--- src/rtl/prefetch_pkg.sv ---
package prefetch_pkg;
  // Strobes from control to datapath for one cycle.
  typedef struct packed {
    logic clear;      // drop all stored bytes
    logic pushOne;    // store exactly one byte from the returned word
    logic pushTwo;    // store both bytes of the returned word
    logic highFirst;  // the single byte kept is the upper half
    logic bypass;     // queue empty: offer incoming byte directly
    logic pop;        // consumer takes the head byte
  } qStrobe_t;
endpackage

--- src/rtl/prefetch_datapath.sv ---
module prefetch_datapath
  import prefetch_pkg::*;
#(
  parameter int DEPTH = 6
) (
  input  logic        clk,
  input  logic        rst_n,
  input  qStrobe_t    strobe,
  input  logic [15:0] memData,
  output logic [7:0]  outData
);
  localparam int PTR_W = (DEPTH > 1) ? $clog2(DEPTH) : 1;

  logic [7:0]       slots [DEPTH];
  logic [PTR_W-1:0] wrPtr, rdPtr, wrPtrNext;
  logic [7:0]       firstByte;
  logic             wrFirst;

  function automatic logic [PTR_W-1:0] bump(input logic [PTR_W-1:0] p, input logic [1:0] n);
    logic [PTR_W:0] sum;
    sum = {1'b0, p} + {{(PTR_W-1){1'b0}}, n};
    if (sum >= (PTR_W+1)'(DEPTH)) sum = sum - (PTR_W+1)'(DEPTH);
    return sum[PTR_W-1:0];
  endfunction

  assign firstByte = strobe.highFirst ? memData[15:8] : memData[7:0];
  assign wrFirst   = strobe.pushOne | strobe.pushTwo;
  assign wrPtrNext = bump(wrPtr, 2'd1);
  assign outData   = strobe.bypass ? firstByte : slots[rdPtr];

  always_ff @(posedge clk) begin
    for (int s = 0; s < DEPTH; s++) begin
      if (wrFirst && wrPtr == PTR_W'(s))
        slots[s] <= firstByte;
      else if (strobe.pushTwo && wrPtrNext == PTR_W'(s))
        slots[s] <= memData[15:8];
    end
  end

  always_ff @(posedge clk) begin
    if (!rst_n || strobe.clear) begin
      wrPtr <= '0;
      rdPtr <= '0;
    end else begin
      wrPtr <= bump(wrPtr, {strobe.pushTwo, strobe.pushOne});
      rdPtr <= bump(rdPtr, {1'b0, strobe.pop});
    end
  end

  // One push width per cycle (R4 ordering relies on it)
  assert_single_push_R4: assert property (@(posedge clk) disable iff (!rst_n)
    $onehot0({strobe.pushOne, strobe.pushTwo}));
endmodule

--- src/rtl/prefetch_ctrl.sv ---
module prefetch_ctrl
  import prefetch_pkg::*;
#(
  parameter int          DEPTH      = 6,
  parameter int          ADDR_W     = 20,
  parameter int unsigned RESET_ADDR = 32'h0000_0FF0
) (
  input  logic              clk,
  input  logic              rst_n,
  input  logic              flushValid,
  input  logic [ADDR_W-1:0] flushAddr,
  input  logic              memAck,
  input  logic              outReady,
  output logic              memReq,
  output logic [ADDR_W-1:0] memAddr,
  output logic              outValid,
  output qStrobe_t          strobe
);
  localparam int CNT_W = $clog2(DEPTH + 1);
  localparam logic [CNT_W-1:0] FULL_CNT  = CNT_W'(DEPTH);
  localparam logic [CNT_W-1:0] ROOM_CNT  = CNT_W'(DEPTH - 2);

  logic [CNT_W-1:0]  count;
  logic              busy;
  logic [ADDR_W-1:0] fetchAddr;
  logic              ackAccept, startFetch, oddHead, popTake, isEmpty;
  logic [CNT_W-1:0]  pushN;

  assign oddHead    = fetchAddr[0];
  assign isEmpty    = (count == '0);
  assign ackAccept  = busy && memAck && !flushValid;
  assign startFetch = !busy && !flushValid && (count <= ROOM_CNT);
  assign outValid   = !flushValid && (!isEmpty || ackAccept);
  assign popTake    = outValid && outReady;
  assign pushN      = !ackAccept ? '0 : (oddHead ? CNT_W'(1) : CNT_W'(2));

  assign memReq  = busy;
  assign memAddr = {fetchAddr[ADDR_W-1:1], 1'b0};

  always_comb begin
    strobe.clear     = flushValid;
    strobe.pushOne   = ackAccept && oddHead;
    strobe.pushTwo   = ackAccept && !oddHead;
    strobe.highFirst = oddHead;
    strobe.bypass    = isEmpty;
    strobe.pop       = popTake;
  end

  always_ff @(posedge clk) begin
    if (!rst_n) begin
      count     <= '0;
      busy      <= 1'b0;
      fetchAddr <= ADDR_W'(RESET_ADDR);
    end else if (flushValid) begin
      count     <= '0;
      busy      <= 1'b0;
      fetchAddr <= flushAddr;
    end else begin
      count <= count + pushN - CNT_W'(popTake);
      if (startFetch)     busy <= 1'b1;
      else if (ackAccept) busy <= 1'b0;
      if (ackAccept)
        fetchAddr <= fetchAddr + (oddHead ? ADDR_W'(1) : ADDR_W'(2));
    end
  end

  assert_no_overflow_R3: assert property (@(posedge clk) disable iff (!rst_n)
    count <= FULL_CNT);

  assert_req_has_room_R3: assert property (@(posedge clk) disable iff (!rst_n)
    memReq |-> count <= ROOM_CNT);

  assert_req_held_R2: assert property (@(posedge clk) disable iff (!rst_n)
    (memReq && !memAck && !flushValid) |=> (memReq && $stable(memAddr)));

  assert_flush_quiet_R6: assert property (@(posedge clk) disable iff (!rst_n)
    flushValid |=> (!memReq && count == '0));

  assert_empty_bypass_R5: assert property (@(posedge clk) disable iff (!rst_n)
    (count == '0 && memReq && memAck && !flushValid) |-> outValid);

  assert_flush_no_valid_R10: assert property (@(posedge clk) disable iff (!rst_n)
    flushValid |-> !outValid);
endmodule

--- src/rtl/prefetch_queue.sv ---
module prefetch_queue
  import prefetch_pkg::*;
#(
  parameter int          DEPTH      = 6,
  parameter int          ADDR_W     = 20,
  parameter int unsigned RESET_ADDR = 32'h0000_0FF0
) (
  input  logic              clk,
  input  logic              rst_n,
  input  logic              flushValid,
  input  logic [ADDR_W-1:0] flushAddr,
  output logic              memReq,
  output logic [ADDR_W-1:0] memAddr,
  input  logic              memAck,
  input  logic [15:0]       memData,
  output logic              outValid,
  output logic [7:0]        outData,
  input  logic              outReady
);
  qStrobe_t strobe;

  prefetch_ctrl #(.DEPTH(DEPTH), .ADDR_W(ADDR_W), .RESET_ADDR(RESET_ADDR)) u_ctrl (
    .clk(clk), .rst_n(rst_n), .flushValid(flushValid), .flushAddr(flushAddr),
    .memAck(memAck), .outReady(outReady), .memReq(memReq), .memAddr(memAddr),
    .outValid(outValid), .strobe(strobe)
  );

  prefetch_datapath #(.DEPTH(DEPTH)) u_dp (
    .clk(clk), .rst_n(rst_n), .strobe(strobe), .memData(memData), .outData(outData)
  );
endmodule

--- config.mk ---
export PLATFORM = sky130hd
export DESIGN_NAME = prefetch_queue
export DESIGN_NICKNAME = d
export VERILOG_FILES = /design/src/rtl/prefetch_pkg.sv /design/src/rtl/prefetch_datapath.sv /design/src/rtl/prefetch_ctrl.sv /design/src/rtl/prefetch_queue.sv
export SDC_FILE = /design/constraint.sdc
export NUM_CORES = 1
export LEC_CHECK = 0
export BUFFER_PORTS_ARGS = -buffer_cell sky130_fd_sc_hd__buf_2
export CAP_MARGIN = 15
export CORE_UTILIZATION = 57
export DETAILED_ROUTE_END_ITERATION = 16
export PLACE_DENSITY_LB_ADDON = 0.1
export SYNTH_ARGS = -nofsm -noshare
export SYNTH_HDL_FRONTEND = slang
export SYNTH_SLANG_ARGS = --single-unit
--- constraint.sdc ---
create_clock -name clk -period 3.15 [get_ports clk]
set_input_delay 0.63 -clock clk [delete_from_list [all_inputs] [get_ports clk]]
set_output_delay 0.63 -clock clk [all_outputs]
set_load 0.01 [all_outputs]
==> out/qor.txt, run 1 <==
Final critical-path share of the clock period = 92.1%
Total iterations of the first detailed-routing run = 4
Finish-stage setup viols = 0
CP delay by family, top = compound AO/OA/AOI/OAI gates
Detailed-route DRC error count = 0
Die Span Y = 91.2 um
Vias in the first global route = 3311
EDFF count, synth = 48
Outcome = finished clean
Commonest non-fill, non-tap cell in the layout = buf_2
Largest family of logic cells by synthesized area = multiplexers
Worst hold start = flushAddr[10]
WL/cell = 17.2 um
Synth Area in Simple Gates = 12.4%
Crit Reg-Reg Startpoint = u_dp.wrPtr[0]
Global Route Usage Sum = 26.0%
Fin nets = 542
GRT Residual Overflow = 0
Area leader, netlist = edfxtp_1
Slew @ Worst Pin = 0.764 ns
Slew Limit Fails = 0
Compound-gate portion of the synthesized area = 10.6%
Critical path required time = 3.25 ns
Max FO, Critical Path = 8
CTS Buf Count = 9
Fmax = 345 MHz
Worst setup path class = reg2reg
Seq/Total Area, Yosys = 45.0%
Power per cell area = 433 mW/mm^2
Place WS = 0.273 ns
Final GP Congestion = 0.844
First-pass GRT wire length = 16600 um
Die Wd = 91.2 um
Initial antenna violation count = 0
Cell count of the worst reg-to-reg path = 7
Largest cells by area after synthesis = edfxtp_1 (32%), dfxtp_1 (13%), mux2_2 (12%), mux2i_1 (4.2%), mux4_2 (4.0%)
Worst skew pair latency = 0.36 ns
Initial core utilization = 58.7%
Post-detail-place hpwl = 7290 um
HP Class = in2reg
Pin count of the biggest net entering global routing = 25
Diodes inserted = 0
Top cell type's share of synthesized area = 31.8%
Highest-count cells in the layout ignoring fill and taps = buf_2 (69), mux2_2 (48), edfxtp_1 (48)
Total Routed Length = 10200 um
Synth cell types = 51
#FFs+latches synth = 78
Number of max-cap violations = 0
Post-synthesis cell area = 0.00454 mm^2
Layout area overhead = 16.2%
CTS Buffer Depth = 2
RSZ-0062 raised after global routing = false
Critical path data arrival time = 3.00 ns
I/O Pins = 71
First-iteration detailed-routing DRC count = 200
Setup slack, reg-to-reg = 0.25 ns
Via density per instance = 5.80
Clock-pin slew on the worst setup and hold paths = 0.09 ns
Htree depth = 3
Final worst slack = 0.250 ns
Hold EP = u_ctrl.fetchAddr[10]
Synthesized area per cell = 11.1 um^2
Setup TNS = 0 ns
Post-CTS Setup Repair Bufs = 0
CTS Sinks = 78
Leak = 2.02 nW
Worst path slowest cell = a31oi_2
Share of cells above drive strength 1 = 33.9%
Slowest stage delay, CP = 0.54 ns
FFs w/ async S/R, synth = 0%
Worst path cell trace = ha_1, ha_1, nor2b_1, o21ai_0, a21oi_1, a31oi_2, mux2_2
Crit. End Element = flip-flop
Syn. warnings = 0
Post-synthesis adder-cell area fraction = 4.74%
CTS tree = yes
Cells on Worst Hold Path = 3
Worst IR Drop VDD = 245 uV
Max-slew headroom = 48.6%
CP Launch Type = flip-flop
Detail Route Antenna Nets = 0
Post-synthesis cell count = 409
Row count = 32
Post-synthesis mux area share = 20.1%
Buf/Inv on CP = 0
Net count after synthesis = 466
Final Hold Fails = 0
Core area = 0.00773 mm^2
Post-Synth XOR/XNOR Area = 4.06%
Cts hold-fix bufs = 0
Dominant synthesized flop cell = edfxtp_1
Cells resized by post-CTS repair = 0
Port buffer count = 69
CTS Root Cell = clkbuf_8
Die ar. = 0.00832 mm^2
Number of cells on the critical path = 7
Minimum clock period = 2.90 ns
Vias = 3435
Setup Skew = 0.0116 ns
RR Endpoint = u_dp.slots[4][6]
Most used cell, CP = ha_1
cells by family (layout without fill, tap and decap cells):
family	Yosys count	in the layout
flops	78	78
fa+ha+maj	16	16
mux	75	75
other cells	1	1
simple gates	112	112
xor+xnor	21	21
compound gates	72	72
buf+inv	34	115
cell usage after synthesis (all sizes together), types with 3 or more instances:
| master | instances |
|---|---|
| edfxtp | 48 |
| nor2 | 32 |
| nand3 | 16 |
| a21oi | 34 |
| nor2b | 3 |
| inv | 15 |
| and3 | 3 |
| mux4 | 8 |
| xnor2 | 9 |
| mux2i | 19 |
| xor2 | 12 |
| clkbuf | 14 |
| nand4 | 6 |
| mux2 | 48 |
| nor3b | 4 |
| ha | 14 |
| dfxtp | 30 |
| and2 | 8 |
| o211a | 3 |
| o21ai | 14 |
| buf | 5 |
| o211ai | 4 |
| nor3 | 4 |
| a31oi | 5 |
| nand2 | 24 |
cell type report:
class	instances	area (um^2)
Sequential cell	78	2040
Multi-Input combinational cell	297	2360
Tap cell	102	128
Timing Repair Buffer	84	458
Inverter	15	56.3
Clock inverter	7	98.8
Fill cell	610	2460
Clock buffer	9	124
stage by stage:
| stage | hold WS [ns] | power, mW | utilization, % | cells | cell area [um^2] |
|---|---|---|---|---|---|
| floorplan | 0.523 | 1.35 | - | 409 | 4540 |
| global placement | 0.522 | 1.46 | 65.3 | 576 | 5050 |
| detailed placement | 0.530 | 1.47 | 65.3 | 576 | 5050 |
| CTS | 0.478 | 2.29 | 68.2 | 592 | 5270 |
| global route | 0.482 | 2.37 | 68.2 | 592 | 5270 |
| finish | 0.489 | 2.28 | 68.2 | 592 | 5270 |
power breakdown:
group	switching [mW]	leakage, nW	internal (mW)	total, mW
registers	0.0232	0.679	1.11	1.13
logic	0.164	1.23	0.147	0.311
clock network	0.387	0.109	0.449	0.836
worst reg2reg max path: stages (launching register included):
cell,delay [ns]
dfxtp_1,0.41
ha_1,0.24
ha_1,0.37
nor2b_1,0.09
o21ai_0,0.40
a21oi_1,0.21
a31oi_2,0.54
mux2_2,0.40
routing by layer:
layer	vias to the layer above	GRT usage (%)	wire length [um]	part of all wire, %
li1	1663	-	-	-
met1	1652	34.7	4590	45
met2	106	42.8	4890	48
met3	14	3.69	519	5.1
met4	0	10.6	162	1.6
met5	-	0	0	0
how the worst max path moves through the flow:
stage	from	endpoint	slack [ns]
finish	u_dp.wrPtr[0]	u_dp.slots[4][6]	0.25
global route	u_dp.wrPtr[0]	u_dp.slots[4][6]	0.05
global placement	u_dp.wrPtr[0]	u_dp.slots[4][7]	0.32
detailed placement	u_dp.wrPtr[0]	u_dp.slots[4][6]	0.27
floorplan	u_dp.wrPtr[0]	u_dp.slots[4][0]	0.53
CTS	u_dp.wrPtr[0]	u_dp.slots[4][6]	0.27
flip-flops by register name, summed over array words and instances, names as in the netlist:
signal,flops
u_ctrl.fetchAddr,20
u_dp.slots,48
u_ctrl.count,3
u_dp.rdPtr,3
u_dp.wrPtr,3
u_ctrl.memReq,1
Note: power is estimated with default switching activity, not from simulation.
==> inputs of run 2 (changes only) <==
- CORE_UTILIZATION: 57 -> 58
- SYNTH_HIERARCHICAL: not set -> 1
==> run 2 against run 1 <==
Clock-buffer cell count rose by 1; die area rose by 1.7%; cell area rose by 1.5%; hold slack improved by 0.037 ns; synthesized cell count rose by 8.1%; via count rose by 4.3%; largest cell class unchanged; routed wire length rose by 4.6%; critical path type is now reg2out; maximum frequency rose by 8.5%; global-route usage rose by 1.1 points.
==> out/qor.txt, run 2 <==
Outcome = finished clean
CTS tree = yes
Setup Skew = 0.0109 ns
Most numerous cell in the Yosys netlist = nand2_1
Vias = 3582
Synth top cells by count = nand2_1 (51), edfxtp_1 (48), mux2_2 (32)
Total Routed Length = 10600 um
Cell count of the worst reg-to-reg path = 5
Net count after synthesis = 499
CTS Sinks = 78
Max reg flops = 48
GR Util met3 = 4.89%
Final GP Congestion = 0.847
Detail Route Antenna Nets = 0
GRT Residual Overflow = 0
#FFs+latches synth = 78
Minimum clock period = 2.67 ns
Final Hold Fails = 0
Grt met2 use = 47.5%
Post-synthesis cell count = 442
Core area = 0.00777 mm^2
Critical path data arrival time = 2.04 ns
Crit Reg-Reg Startpoint = u_dp/wrPtr[0]
Synth cell types = 58
Layout area overhead = 14.0%
Global Route Usage Sum = 27.2%
Post-detail-place hpwl = 7440 um
Pint = 1.69 mW
Top cell type's share of synthesized area = 30.7%
Comb power frac = 13.2%
Die ar. = 0.00846 mm^2
Post-CTS Setup Repair Bufs = 0
Clock share of power = 36.2%
Die Wd = 92.0 um
Clock-pin slew on the worst setup and hold paths = 0.08 ns
Max FO, Critical Path = 14
Seq/Total Area, Yosys = 43.5%
Via density per instance = 5.82
Cts hold-fix bufs = 0
EDFF count, synth = 48
Diodes inserted = 0
P_sw = 0.552 mW
Busiest layer in global routing = met2
Cells resized by post-CTS repair = 0
Die Span Y = 92.0 um
Setup TNS = 0 ns
CP Launch Type = flip-flop
Syn. warnings = 6
Power share of the sequential group = 50.7%
Worst hold start = flushAddr[5]
Final worst slack = 0.476 ns
Commonest non-fill, non-tap cell in the layout = buf_2
Synthesized area per cell = 10.6 um^2
CTS Buf Count = 9
First-iteration detailed-routing DRC count = 147
Highest-count cells in the layout ignoring fill and taps = buf_2 (69), nand2_1 (51), edfxtp_1 (48)
Row count = 32
Total iterations of the first detailed-routing run = 4
Final critical-path share of the clock period = 84.9%
Post-synthesis cell area = 0.00469 mm^2
Power per cell area = 420 mW/mm^2
Met1 usage = 34.8%
Vias in the first global route = 3508
CTS Root Cell = clkbuf_8
Max-slew headroom = 51.1%
Initial core utilization = 60.4%
Slew @ Worst Pin = 0.733 ns
Critical path required time = 2.52 ns
Detailed-route DRC error count = 0
Leak = 2.09 nW
Finish-stage setup viols = 0
HP Class = in2reg
I/O Pins = 71
Largest cells by area after synthesis = edfxtp_1 (31%), dfxtp_1 (13%), mux2_2 (7.7%), mux2i_1 (5.5%), nand2_1 (4.1%)
RR Endpoint = u_dp/slots[5][6]
Crit. End Element = output pin
Fmax = 374 MHz
Dominant synthesized flop cell = edfxtp_1
Fin nets = 565
Htree depth = 3
Initial antenna violation count = 0
Share of cells above drive strength 1 = 28.5%
WL/cell = 17.3 um
First-pass GRT wire length = 17600 um
Worst skew pair latency = 0.35 ns
Largest Register = u_dp/slots
RSZ-0062 raised after global routing = false
Setup slack, reg-to-reg = 0.56 ns
Pin count of the biggest net entering global routing = 32
Worst setup path class = reg2out
Worst IR Drop VDD = 210 uV
Number of max-cap violations = 0
Hold EP = u_ctrl/fetchAddr[5]
Largest regs = u_dp/slots: 48 flops, u_ctrl/fetchAddr: 20 flops
Slew Limit Fails = 0
CTS Buffer Depth = 2
Switching part of the total = 24.6%
FFs w/ async S/R, synth = 0%
Place WS = 0.476 ns
Area leader, netlist = edfxtp_1
Port buffer count = 69
Cells on Worst Hold Path = 3
==> run 2: power groups by stage <==
stage | Sequential, mW | Combinational [mW] | Clock, mW
floorplan | 1.16 | 0.182 | 0
global placement | 1.16 | 0.285 | 0
detailed placement | 1.16 | 0.295 | 0
CTS | 1.14 | 0.296 | 0.824
global route | 1.14 | 0.327 | 0.875
finish | 1.14 | 0.296 | 0.813
==> run 2: metrics by stage <==
| stage | cell area (um^2) | hold slack, ns | utilization (%) | instances | power (mW) |
|---|---|---|---|---|---|
| floorplan | 4690 | 0.506 | - | 442 | 1.35 |
| global placement | 5140 | 0.521 | 66.1 | 599 | 1.45 |
| detailed placement | 5140 | 0.529 | 66.1 | 599 | 1.46 |
| CTS | 5350 | 0.514 | 68.9 | 615 | 2.26 |
| global route | 5350 | 0.522 | 68.9 | 615 | 2.34 |
| finish | 5350 | 0.526 | 68.9 | 615 | 2.25 |
==> run 2: how the worst max path moves through the flow <==
stage                  start          endpoint  slack [ns]  cells past startpoint
2_1_floorplan         memAck  u_dp/slots[1][0]        0.39                      9
3_3_place_gp          memAck  u_dp/slots[1][4]        0.54                      8
3_5_place_dp          memAck  u_dp/slots[3][0]        0.48                      8
4_1_cts        u_dp/rdPtr[2]        outData[1]        0.47                      5
5_1_grt        u_dp/rdPtr[2]        outData[5]        0.34                      5
6_report       u_dp/rdPtr[2]        outData[4]        0.48                      5
==> run 2: logic make-up (layout without fill, tap and decap cells) <==
kind of cell    Yosys count  after routing  synth area share (%)
simple gates            139            139                  15.7
other cells               1              1                0.0799
buf+inv                  40            111                  3.71
fa+ha+maj                16             16                  4.59
compound gates           76             76                  11.0
xor+xnor                 10             10                  1.87
flops                    78             78                  43.5
mux                      82             82                  19.6
==> run 2: routing by layer <==
layer	part of all wire (%)	wire [um]
met2	50	5350
met4	0.54	57
met1	44	4640
met3	5.6	591
met5	0	0
==> run 2: worst max-delay path, stage by stage, from the launching register on <==
cell,delay [ns]
dfxtp_1,0.50
nor2b_1,0.66
a22oi_1,0.21
nand2_1,0.10
o21ai_0,0.07
buf_2,0.15
==> run 2: area by class of cell <==
cell class                      count  area [um^2]
Tap cell                          102          128
Clock buffer                       10          128
Sequential cell                    78         2040
Multi-Input combinational cell    324         2480
Inverter                           15         56.3
Clock inverter                      6         86.3
Fill cell                         613         2420
Timing Repair Buffer               80          428
==> inputs of run 3 (changes only) <==
- CORE_UTILIZATION: 58 -> 52
- clock period: 3.15 -> 2.35 ns (I/O delays scaled with it)
==> run 3 against run 2 <==
Combinational power up 41%; worst setup slack worse by 0.39 ns; first-iteration DRC count up 25%; flip-flop and latch count unchanged; hold slack worse by 0.16 ns; sequential power up 34%; power up 27%; critical endpoint is now u_dp/slots[4][4]; highest routed layer unchanged.
==> out/qor.txt, run 3 (synthesized netlist as in run 2, its figures left out) <==
Diodes inserted = 0
I/O Pins = 71
Comb power frac = 14.7%
Highest-count cells in the layout ignoring fill and taps = buf_2 (69), nand2_1 (50), edfxtp_1 (48)
Total Routed Length = 10500 um
Slew @ Worst Pin = 0.642 ns
Detailed-route DRC error count = 0
Setup Skew = 0.0154 ns
Max FO, Critical Path = 8
GRT Residual Overflow = 0
Leak = 2.21 nW
CTS Root Cell = clkbuf_8
Number of max-cap violations = 0
Post-detail-place hpwl = 7670 um
Max-slew headroom = 57.2%
First-iteration detailed-routing DRC count = 184
Largest regs = u_dp/slots: 48 flops, u_ctrl/fetchAddr: 20 flops
Die Wd = 97 um
Row count = 34
Worst setup path class = reg2reg
Switching part of the total = 27.1%
CP Launch Type = flip-flop
Outcome = finished clean
Worst path cell trace = ha_1, ha_1, or3_4, nor3_4, o21bai_4, mux2_4
Final Hold Fails = 0
Util after Layout = 64.2%
Share of cells above drive strength 1 = 34.1%
Post-place instance area = 0.00540 mm^2
Crit. End Element = flip-flop
CTS Buffer Depth = 2
Vias in the first global route = 3579
CTS tree = yes
Slowest stage delay, CP = 0.40 ns
Initial core utilization = 53.8%
Total iterations of the first detailed-routing run = 4
Vias = 3654
Fmax = 441 MHz
Port buffer count = 69
Final critical-path share of the clock period = 96.4%
Global Route Usage Sum = 23.1%
Power per cell area = 509 mW/mm^2
Core area = 0.00872 mm^2
First-pass GRT wire length = 17500 um
Layout area overhead = 19.3%
Critical path data arrival time = 2.37 ns
Detail Route Antenna Nets = 0
Die ar. = 0.00941 mm^2
Post-route cell area = 0.00560 mm^2
Commonest non-fill, non-tap cell in the layout = buf_2
Worst skew pair latency = 0.35 ns
Max reg flops = 48
CTS Buf Count = 9
Largest Register = u_dp/slots
Minimum clock period = 2.27 ns
Fin nets = 589
CTS Sinks = 78
HP Class = in2reg
Htree depth = 3
Setup TNS = 0 ns
Clock-pin slew on the worst setup and hold paths = 0.08 ns
Clock share of power = 31.8%
WL/cell = 16.3 um
Critical path required time = 2.45 ns
Most used cell, CP = ha_1
Final Power = 2.85 mW
Pint = 2.08 mW
Power share of the sequential group = 53.5%
Slew Limit Fails = 0
Pin count of the biggest net entering global routing = 32
Via density per instance = 5.67
Final GP Congestion = 0.820
Worst path slowest cell = or3_4
Finish-stage setup viols = 0
Worst IR Drop VDD = 244 uV
Die Span Y = 97 um
P_sw = 0.773 mW
Initial antenna violation count = 1
-- run 3: cell count changes in the layout (fill, tap and decap cells not counted), sizes merged --
cell	before	now
bufinv	2	0
buf	80	104
clkbuf	10	9
clkinvlp	0	2
inv	15	16
-- run 3: final timing paths --
kind | slack [ns] | from | depth (start not counted) | end
min | 0.37 | flushAddr[5] | 3 | u_ctrl/fetchAddr[5]
min reg2reg | 0.54 | u_ctrl/fetchAddr[16] | 2 | u_ctrl/fetchAddr[16]
max | 0.08 | u_dp/wrPtr[0] | 6 | u_dp/slots[4][4]
max reg2reg | 0.08 | u_dp/wrPtr[0] | 6 | u_dp/slots[4][4]
-- run 3: per-layer routing --
layer	track usage, %	vias to the layer above	part of all wire (%)
met1	30.1	1742	46
li1	-	1806	-
met5	0	-	0
met2	39.4	96	48
met4	5.51	0	0.89
met3	4.77	10	5.0
-- run 3: power by group through the flow --
| stage | logic (mW) | registers (mW) | clock network (mW) |
|---|---|---|---|
| 3_3_place_gp | 0.400 | 1.56 | 0 |
| 5_1_grt | 0.463 | 1.53 | 0.990 |
| 2_1_floorplan | 0.250 | 1.56 | 0 |
| 4_1_cts | 0.413 | 1.53 | 0.931 |
| 3_5_place_dp | 0.411 | 1.56 | 0 |
| 6_report | 0.418 | 1.53 | 0.907 |
-- run 3: per-stage QoR --
stage / worst slack [ns] / instances / hold WS, ns
after floorplan: -0.0365 / 442 / 0.506
after global placement: -0.0236 / 628 / 0.524
after detailed placement: -0.110 / 628 / 0.532
after CTS: 0.0348 / 644 / 0.352
after global routing: -0.0114 / 645 / 0.357
final: 0.0844 / 645 / 0.365
-- run 3: layout make-up --
cell class / count / area (um^2)
timing repair buffer: 104 / 649
clock buffer: 9 / 124
multi-input combinational: 324 / 2540
fill: 756 / 3120
clock inverter: 7 / 50.0
tap: 108 / 135
sequential: 78 / 2050
inverter: 15 / 58.8
-- run 3: worst max-delay path, delay by kind of cell, from the launching register on --
kind / cells / cell delay (ns)
and+or+nand+nor: 2 / 0.63
DFF: 1 / 0.35
AOI/OAI and AO/OA: 1 / 0.18
adders and majority gates: 2 / 0.53
muxes: 1 / 0.33
-- run 3: timing repair --
item,4_1_cts,5_1_grt
endpoints found under the setup margin,3,12
gates resized for setup,1,6
pin swaps,0,1
buffers inserted,0,1
hold buffers,0,0
